$ cat src/rtl/if_pkg.sv
package if_pkg;
  localparam int unsigned XLEN = 32;

  // modular increment by one
  function automatic logic [XLEN-1:0] step_addr(input logic [XLEN-1:0] cur);
    return cur + {{(XLEN-1){1'b0}}, 1'b1};
  endfunction

  // fixed start-up contents of the instruction store
  function automatic logic [XLEN-1:0] boot_word(input int unsigned idx);
    logic [3:0] nib;
    if (idx > 9) return '0;
    nib = (idx == 0) ? 4'hA : 4'(idx);
    return {nib, 20'h00000, nib, nib};
  endfunction
endpackage

$ cat src/rtl/if_step.sv
module if_step #(
  parameter int unsigned W = 32
) (
  input  logic [W-1:0] cur,
  output logic [W-1:0] nxt
);
  assign nxt = cur + {{(W-1){1'b0}}, 1'b1};
endmodule

$ cat src/rtl/if_sel2.sv
module if_sel2 #(
  parameter int unsigned W = 32
) (
  input  logic         pick_a,
  input  logic [W-1:0] a,
  input  logic [W-1:0] b,
  output logic [W-1:0] y
);
  assign y = pick_a ? a : b;
endmodule

$ cat src/rtl/if_rom.sv
module if_rom #(
  parameter int unsigned W     = 32,
  parameter int unsigned DEPTH = 128
) (
  input  logic [W-1:0] pc,
  output logic [W-1:0] word
);
  localparam int unsigned AW = $clog2(DEPTH);

  logic [W-1:0] store [DEPTH];
  logic [AW-1:0] idx;

  for (genvar i = 0; i < DEPTH; i++) begin : g_word
    assign store[i] = if_pkg::boot_word(i);
  end

  assign idx  = pc[AW-1:0];
  assign word = store[idx];
endmodule

$ cat src/rtl/if_latch.sv
module if_latch #(
  parameter int unsigned W = 32
) (
  input  logic         clk,
  input  logic         rst,
  input  logic [W-1:0] instr_d,
  input  logic [W-1:0] npc_d,
  output logic [W-1:0] instr_q,
  output logic [W-1:0] npc_q
);
  always_ff @(posedge clk) begin
    if (rst) begin
      instr_q <= '0;
      npc_q   <= '0;
    end else begin
      instr_q <= instr_d;
      npc_q   <= npc_d;
    end
  end
endmodule

$ cat src/rtl/if_fetch_stage.sv
module if_fetch_stage #(
  parameter int unsigned W     = 32,
  parameter int unsigned DEPTH = 128
) (
  input  logic         clk,
  input  logic         rst,
  input  logic         take_target,
  input  logic [W-1:0] jump_target,
  output logic [W-1:0] ifid_instr,
  output logic [W-1:0] ifid_npc
);
  logic [W-1:0] pc_q;
  logic [W-1:0] pc_plus;
  logic [W-1:0] pc_next;
  logic [W-1:0] fetched;
  logic         seen_rst;

  if_step #(.W(W)) u_step (.cur(pc_q), .nxt(pc_plus));

  if_sel2 #(.W(W)) u_sel (
    .pick_a(take_target), .a(jump_target), .b(pc_plus), .y(pc_next)
  );

  if_rom #(.W(W), .DEPTH(DEPTH)) u_rom (.pc(pc_q), .word(fetched));

  always_ff @(posedge clk) begin
    if (rst) pc_q <= '0;
    else     pc_q <= pc_next;
  end

  if_latch #(.W(W)) u_latch (
    .clk(clk), .rst(rst),
    .instr_d(fetched), .npc_d(pc_plus),
    .instr_q(ifid_instr), .npc_q(ifid_npc)
  );

  // marks that at least one reset edge has happened, gates the checks
  always_ff @(posedge clk) begin
    if (rst) seen_rst <= 1'b1;
    else if (seen_rst !== 1'b1) seen_rst <= 1'b0;
  end

  AST_RESET_ZERO: assert property (@(posedge clk)
    (seen_rst === 1'b1) && $past(rst) |-> (pc_q == '0 && ifid_instr == '0 && ifid_npc == '0));
  AST_NPC_FOLLOWS_PC: assert property (@(posedge clk) disable iff (rst)
    (seen_rst === 1'b1) && !$past(rst) |-> ifid_npc == $past(pc_q) + 1);
  AST_JUMP_LOADS: assert property (@(posedge clk) disable iff (rst)
    (seen_rst === 1'b1) && !$past(rst) && $past(take_target) |-> pc_q == $past(jump_target));
  AST_TARGET_IGNORED: assert property (@(posedge clk) disable iff (rst)
    (seen_rst === 1'b1) && !$past(rst) && !$past(take_target) |-> pc_q == $past(pc_q) + 1);
  AST_RESET_WINS: assert property (@(posedge clk)
    (seen_rst === 1'b1) && $past(rst) && $past(take_target) |-> pc_q == '0);
endmodule

$ cat config.mk
export PLATFORM = sky130hd
export DESIGN_NAME = if_fetch_stage
export DESIGN_NICKNAME = d
export VERILOG_FILES = /design/src/rtl/if_pkg.sv /design/src/rtl/if_step.sv /design/src/rtl/if_sel2.sv /design/src/rtl/if_rom.sv /design/src/rtl/if_latch.sv /design/src/rtl/if_fetch_stage.sv
export SDC_FILE = /design/constraint.sdc
export NUM_CORES = 1
export LEC_CHECK = 0
export BUFFER_PORTS_ARGS = -buffer_cell sky130_fd_sc_hd__buf_2
export CAP_MARGIN = 5
export CORE_ASPECT_RATIO = 0.7
export CORE_UTILIZATION = 50
export DETAILED_ROUTE_END_ITERATION = 7
export PLACE_DENSITY = 0.76
export SYNTH_ARGS = -nofsm -noshare
export SYNTH_HDL_FRONTEND = slang
export SYNTH_SLANG_ARGS = --single-unit
$ cat constraint.sdc
create_clock -name clk -period 2 [get_ports clk]
set_clock_uncertainty 0.2 [all_clocks]
set_input_delay 0.2 -clock clk [delete_from_list [all_inputs] [get_ports clk]]
set_output_delay 0.2 -clock clk [all_outputs]
set_load 0.01 [all_outputs]
==> Word-level counts from Yosys, hierarchy flattened <==
Memories as Yosys holds them, arrays and structs flattened. A register that Yosys moved wholly into a read port is not among the register bits.
Cells that the tools add are included.
{ "op_classes": {"n_bitwise": 1, "n_mux": 1, "add_sub_neg": 1} }
{ "op_table": {"columns": ["operator", "count"], "rows": [
  ["32-bit by 1-bit adder with 32-bit output, second input constant", 1],
  ["32-bit two-way mux", 1],
  ["7-bit inverter with 8-bit output", 1]
]} }
{ "word_totals": {"wordCells": 6, "mem_count": 1, "regBits": 64, "rom_bits": 4096, "input_bits": 35} }
{ "mem_list": {"columns": ["name", "words", "width", "rd", "rd_clocked_by_memory_dff", "write_ports", "line_no", "text"], "rows": [
  ["(no name shown)", 128, 32, 1, 1, 0, "if_rom.sv:18", "assign word = store[idx];"]
]} }

==> Depth between registers and ports, before layout <==
{ "depth": {"depth_word": 2, "ltp_mapped": 6} }

==> Hierarchy <==
Synthesis repeated with hierarchy kept, for this count alone.
{ "unflattened": {"hier_cells": 363, "area_unflattened_um2": 4259.1} }
{ "modules_own_cells": {"columns": ["module", "seq_area_each_um2", "instances", "cells_each", "area_each_um2"], "rows": [
  ["if_latch", 1281.2, 1, 135, 1918.1],
  ["if_fetch_stage", 640.6, 1, 67, 863.3],
  ["if_step", 0.0, 1, 87, 651.9],
  ["if_sel2", 0.0, 1, 36, 544.3],
  ["if_rom", 0.0, 1, 38, 281.5]
]} }

==> Least setup slack after synthesis <==
Ideal clock, no wire load.
{ "synth_timing": {"path_kind": "register to register", "from": "reg pc_q[11]", "to": "reg pc_q[31]", "arrival_ns": 1.521, "stages_incl_launch_ff": 6, "setup_slack_ns": 0.152, "path_cell_list": "dfxtp_1 nand4_4 nor4_4 nand4_1 mux2_4 o2bb2ai_1"} }
{ "synth_between": {"elab_chain_cells": 2} }
{ "synth_lines": {"columns": ["item", "line_no", "text"], "rows": [
  ["from (decl)", "if_fetch_stage.sv:12", "logic [W-1:0] pc_q;"],
  ["from (signal assigned)", "if_fetch_stage.sv:28", "else pc_q <= pc_next;"],
  ["32-bit by 1-bit adder with 32-bit output", "if_step.sv:7", "assign nxt = cur + {{(W-1){1'b0}}, 1'b1};"],
  ["32-bit two-way mux", "if_sel2.sv:9", "assign y = pick_a ? a : b;"]
]} }
No other way between the ends.
A chain may end at the register's enable or synchronous reset.

==> Final worst setup path <==
{ "layout_timing": {"from": "reg pc_q[1]", "to": "reg pc_q[24]"} }
The elaborated chain is that of the path after synthesis.

==> impl_metrics.yaml <==
synth:
  synth_cell_types: 40
  netlist_top_cells_area: "dfxtp_1, nor2_1, buf_4"
  syn_avg_cell_area_um2: 9.258
  yosysMostFrequentCell: "nor2_1"
  synthArstFlopShare_pct: 0
  yosys_register_bits: 68
  synth-seq-area-share_pct: 46.24
  synth.cells.most_frequent: "nor2_1, dfxtp_1, buf_4"
  yosysTopAreaCellShare_pct: 46.24
  ys_warn_count: 0
  ys.flop_type: "dfxtp_1"
  synth_edf_count: 0
  synth_area_leader_cell: "dfxtp_1"
  synthCells: 318
  syn_area_um2: 2944
placed_design:
  port_buffers: 78
  place_inst: 452
  gp_congestion: 0.7800
  place_ws_ns: 0.03509
  placed_area_um2: 3296
  hpwl_mm: 4.426
cts:
  cts-root-buf: "clkbuf_8"
  cts_buffers: 9
  cts_buffer_depth: 2
  clk_latency_ns: 0.35
  path_clk_slew_ns: 0.07
  h-tree-depth: 3
  cts_tree: "built"
  cts.sinks: 68
floorplanning:
  die_area_um2: 6204
  core-area_um2: 5450
  ios: 99
  initial_core_util_pct: 54.02
  die_h_um: 66.20
  die_w_um: 93.72
  num_rows: 22
power_and_ir_drop:
  p_per_area_nw_per_um2: 795.2
  peakVddDrop_mv: 0.4860
  power.total_mw: 3.111
  cellLeakagePower_nw: 1.746
finish:
  fin_area_um2: 3913
  post_route_cells_drive_above_1_share_pct: 30.70
  multi_input_area_um2: 1408
  diodes: 0
  final_cells: 502
  seq_area_um2: 1368
  fillCellCount: 422
  syn2layout_area_growth_pct: 32.89
  fin_util_pct: 71.79
  fin_nets: 463
timing:
  period_share_pct: 93.44
  holdWs_ns: 0.04114
  setup_tns_ns: 0
  hold_viol: 0
  drv_slew: 0
  period_minus_slack_ns: 1.869
  clock.fmax_ghz: 0.5351
  rsz0062_at_grt: "no"
  finalSetupViolations: 0
  setup_ws_ns: 0.1311
critical_path:
  end_kind: "register"
  worst_ep_required_time_ns: 2.05
  crit_fanout: 5
  start_kind: "register"
  arrival_ns: 1.92
  crit_type: "reg -> reg"
global_routing:
  grt_usage_pct: 22.30
  grt_max_degree: 36
  grt_pass1_wl_mm: 10.43
  antenna_found_initial: 0
  overflow: 0
  first_global_vias: 2288
job:
  drv_cap: 0
detailed_routing:
  avgRoutedWirePerCell_um: 13.24
  firstDrtPassIters: 4
  ant_nets: 0
  wirelength_mm: 6.644
  via_per_inst: 4.884
  first_iter_violations: 98
  vias: 2452
  route.detailed.drc: 0
min_path:
  hold_path.class: "in -> reg"
status:
  status: "finished clean"
timing repair:
item / in CTS / in global routing
resized for setup: 0 / 17
setup buffers: 0 / 1
hold buffers: 33 / 0
endpoints found under the hold margin: 34 / 0
setup endpoints to repair: 0 / 12
layout make-up:
cell class,instances,area share (%)
multi-input cells,220,35.98
well taps,72,2.303
clock buffers,11,3.614
inverters,4,0.3838
flip-flops and latches,68,34.95
repair buffers,122,20.85
clock inverters,5,1.919
routing by layer:
metal  wire length [µm]  GRT usage, %  vias up
li1                   -             -     1247
met1               3266         29.27     1113
met2               2893         34.40       86
met3                424         8.391        6
met4                 60         5.769        0
met5                  0             0        -
critical path: stages (launching register included):
cell,delay (ns)
dfxtp_1,0.41
ha_2,0.25
and2_4,0.16
nand3_4,0.13
nor4_4,0.24
xnor2_1,0.13
a211oi_1,0.27
placed cells by master, fill, tap and decap left out, drive strengths merged:
| cell type | count |
|---|---|
| buf | 89 |
| nor2 | 72 |
| dfxtp | 68 |
| dlygate4sd3 | 33 |
| a211oi | 24 |
| conb | 20 |
| xnor2 | 16 |
| xor2 | 13 |
| nand3 | 13 |
| clkbuf | 11 |
| nand4 | 11 |
| a21oi | 8 |
| nand2 | 6 |
| nor4 | 5 |
| and3 | 5 |
| nor3 | 5 |
| inv | 4 |
| and4 | 4 |
| clkinv | 3 |
| ha | 3 |
| nor2b | 2 |
| o21bai | 2 |
| mux2i | 2 |
| bufinv | 2 |
| and2 | 2 |
| or2 | 1 |
| or4 | 1 |
| nor3b | 1 |
| nand2b | 1 |
| nand3b | 1 |
| mux2 | 1 |
| o2bb2ai | 1 |
worst paths after layout:
kind / from / to / slack [ns] / depth (start not counted)
worst min-delay path: take_target / pc_q[31] / 0.04 / 3
worst min register to register: pc_q[30] / u_latch.npc_q[30] / 0.36 / 2
worst max-delay path: pc_q[1] / pc_q[24] / 0.13 / 6
worst max register to register: pc_q[1] / pc_q[24] / 0.13 / 6
cell families (layout without fill, tap and decap cells):
| logic type | after synthesis | after routing | synth area share (%) |
|---|---|---|---|
| and+or+nand+nor | 130 | 130 | 23.97 |
| DFF | 68 | 68 | 46.24 |
| buffers and inverters | 49 | 142 | 10.28 |
| AOI/OAI and AO/OA | 35 | 35 | 8.287 |
| xor gates and xnor gates | 29 | 29 | 8.627 |
| adders and majority gates | 3 | 3 | 1.275 |
| muxes | 3 | 3 | 1.190 |
| other | 1 | 20 | 0.1274 |
power by group:
group | internal [mW] | leakage [nW] | switching, mW
clock network | 0.730 | 0.113 | 0.505
registers | 1.44 | 0.563 | 0.0638
logic | 0.179 | 1.07 | 0.196
total | 2.35 | 1.75 | 0.765
registers in the layout (all words and copies together), names as in the netlist:
name / count
pc_q: 32
u_latch.instr_q: 4
u_latch.npc_q: 32
Note: power is estimated with default switching activity, not from simulation.
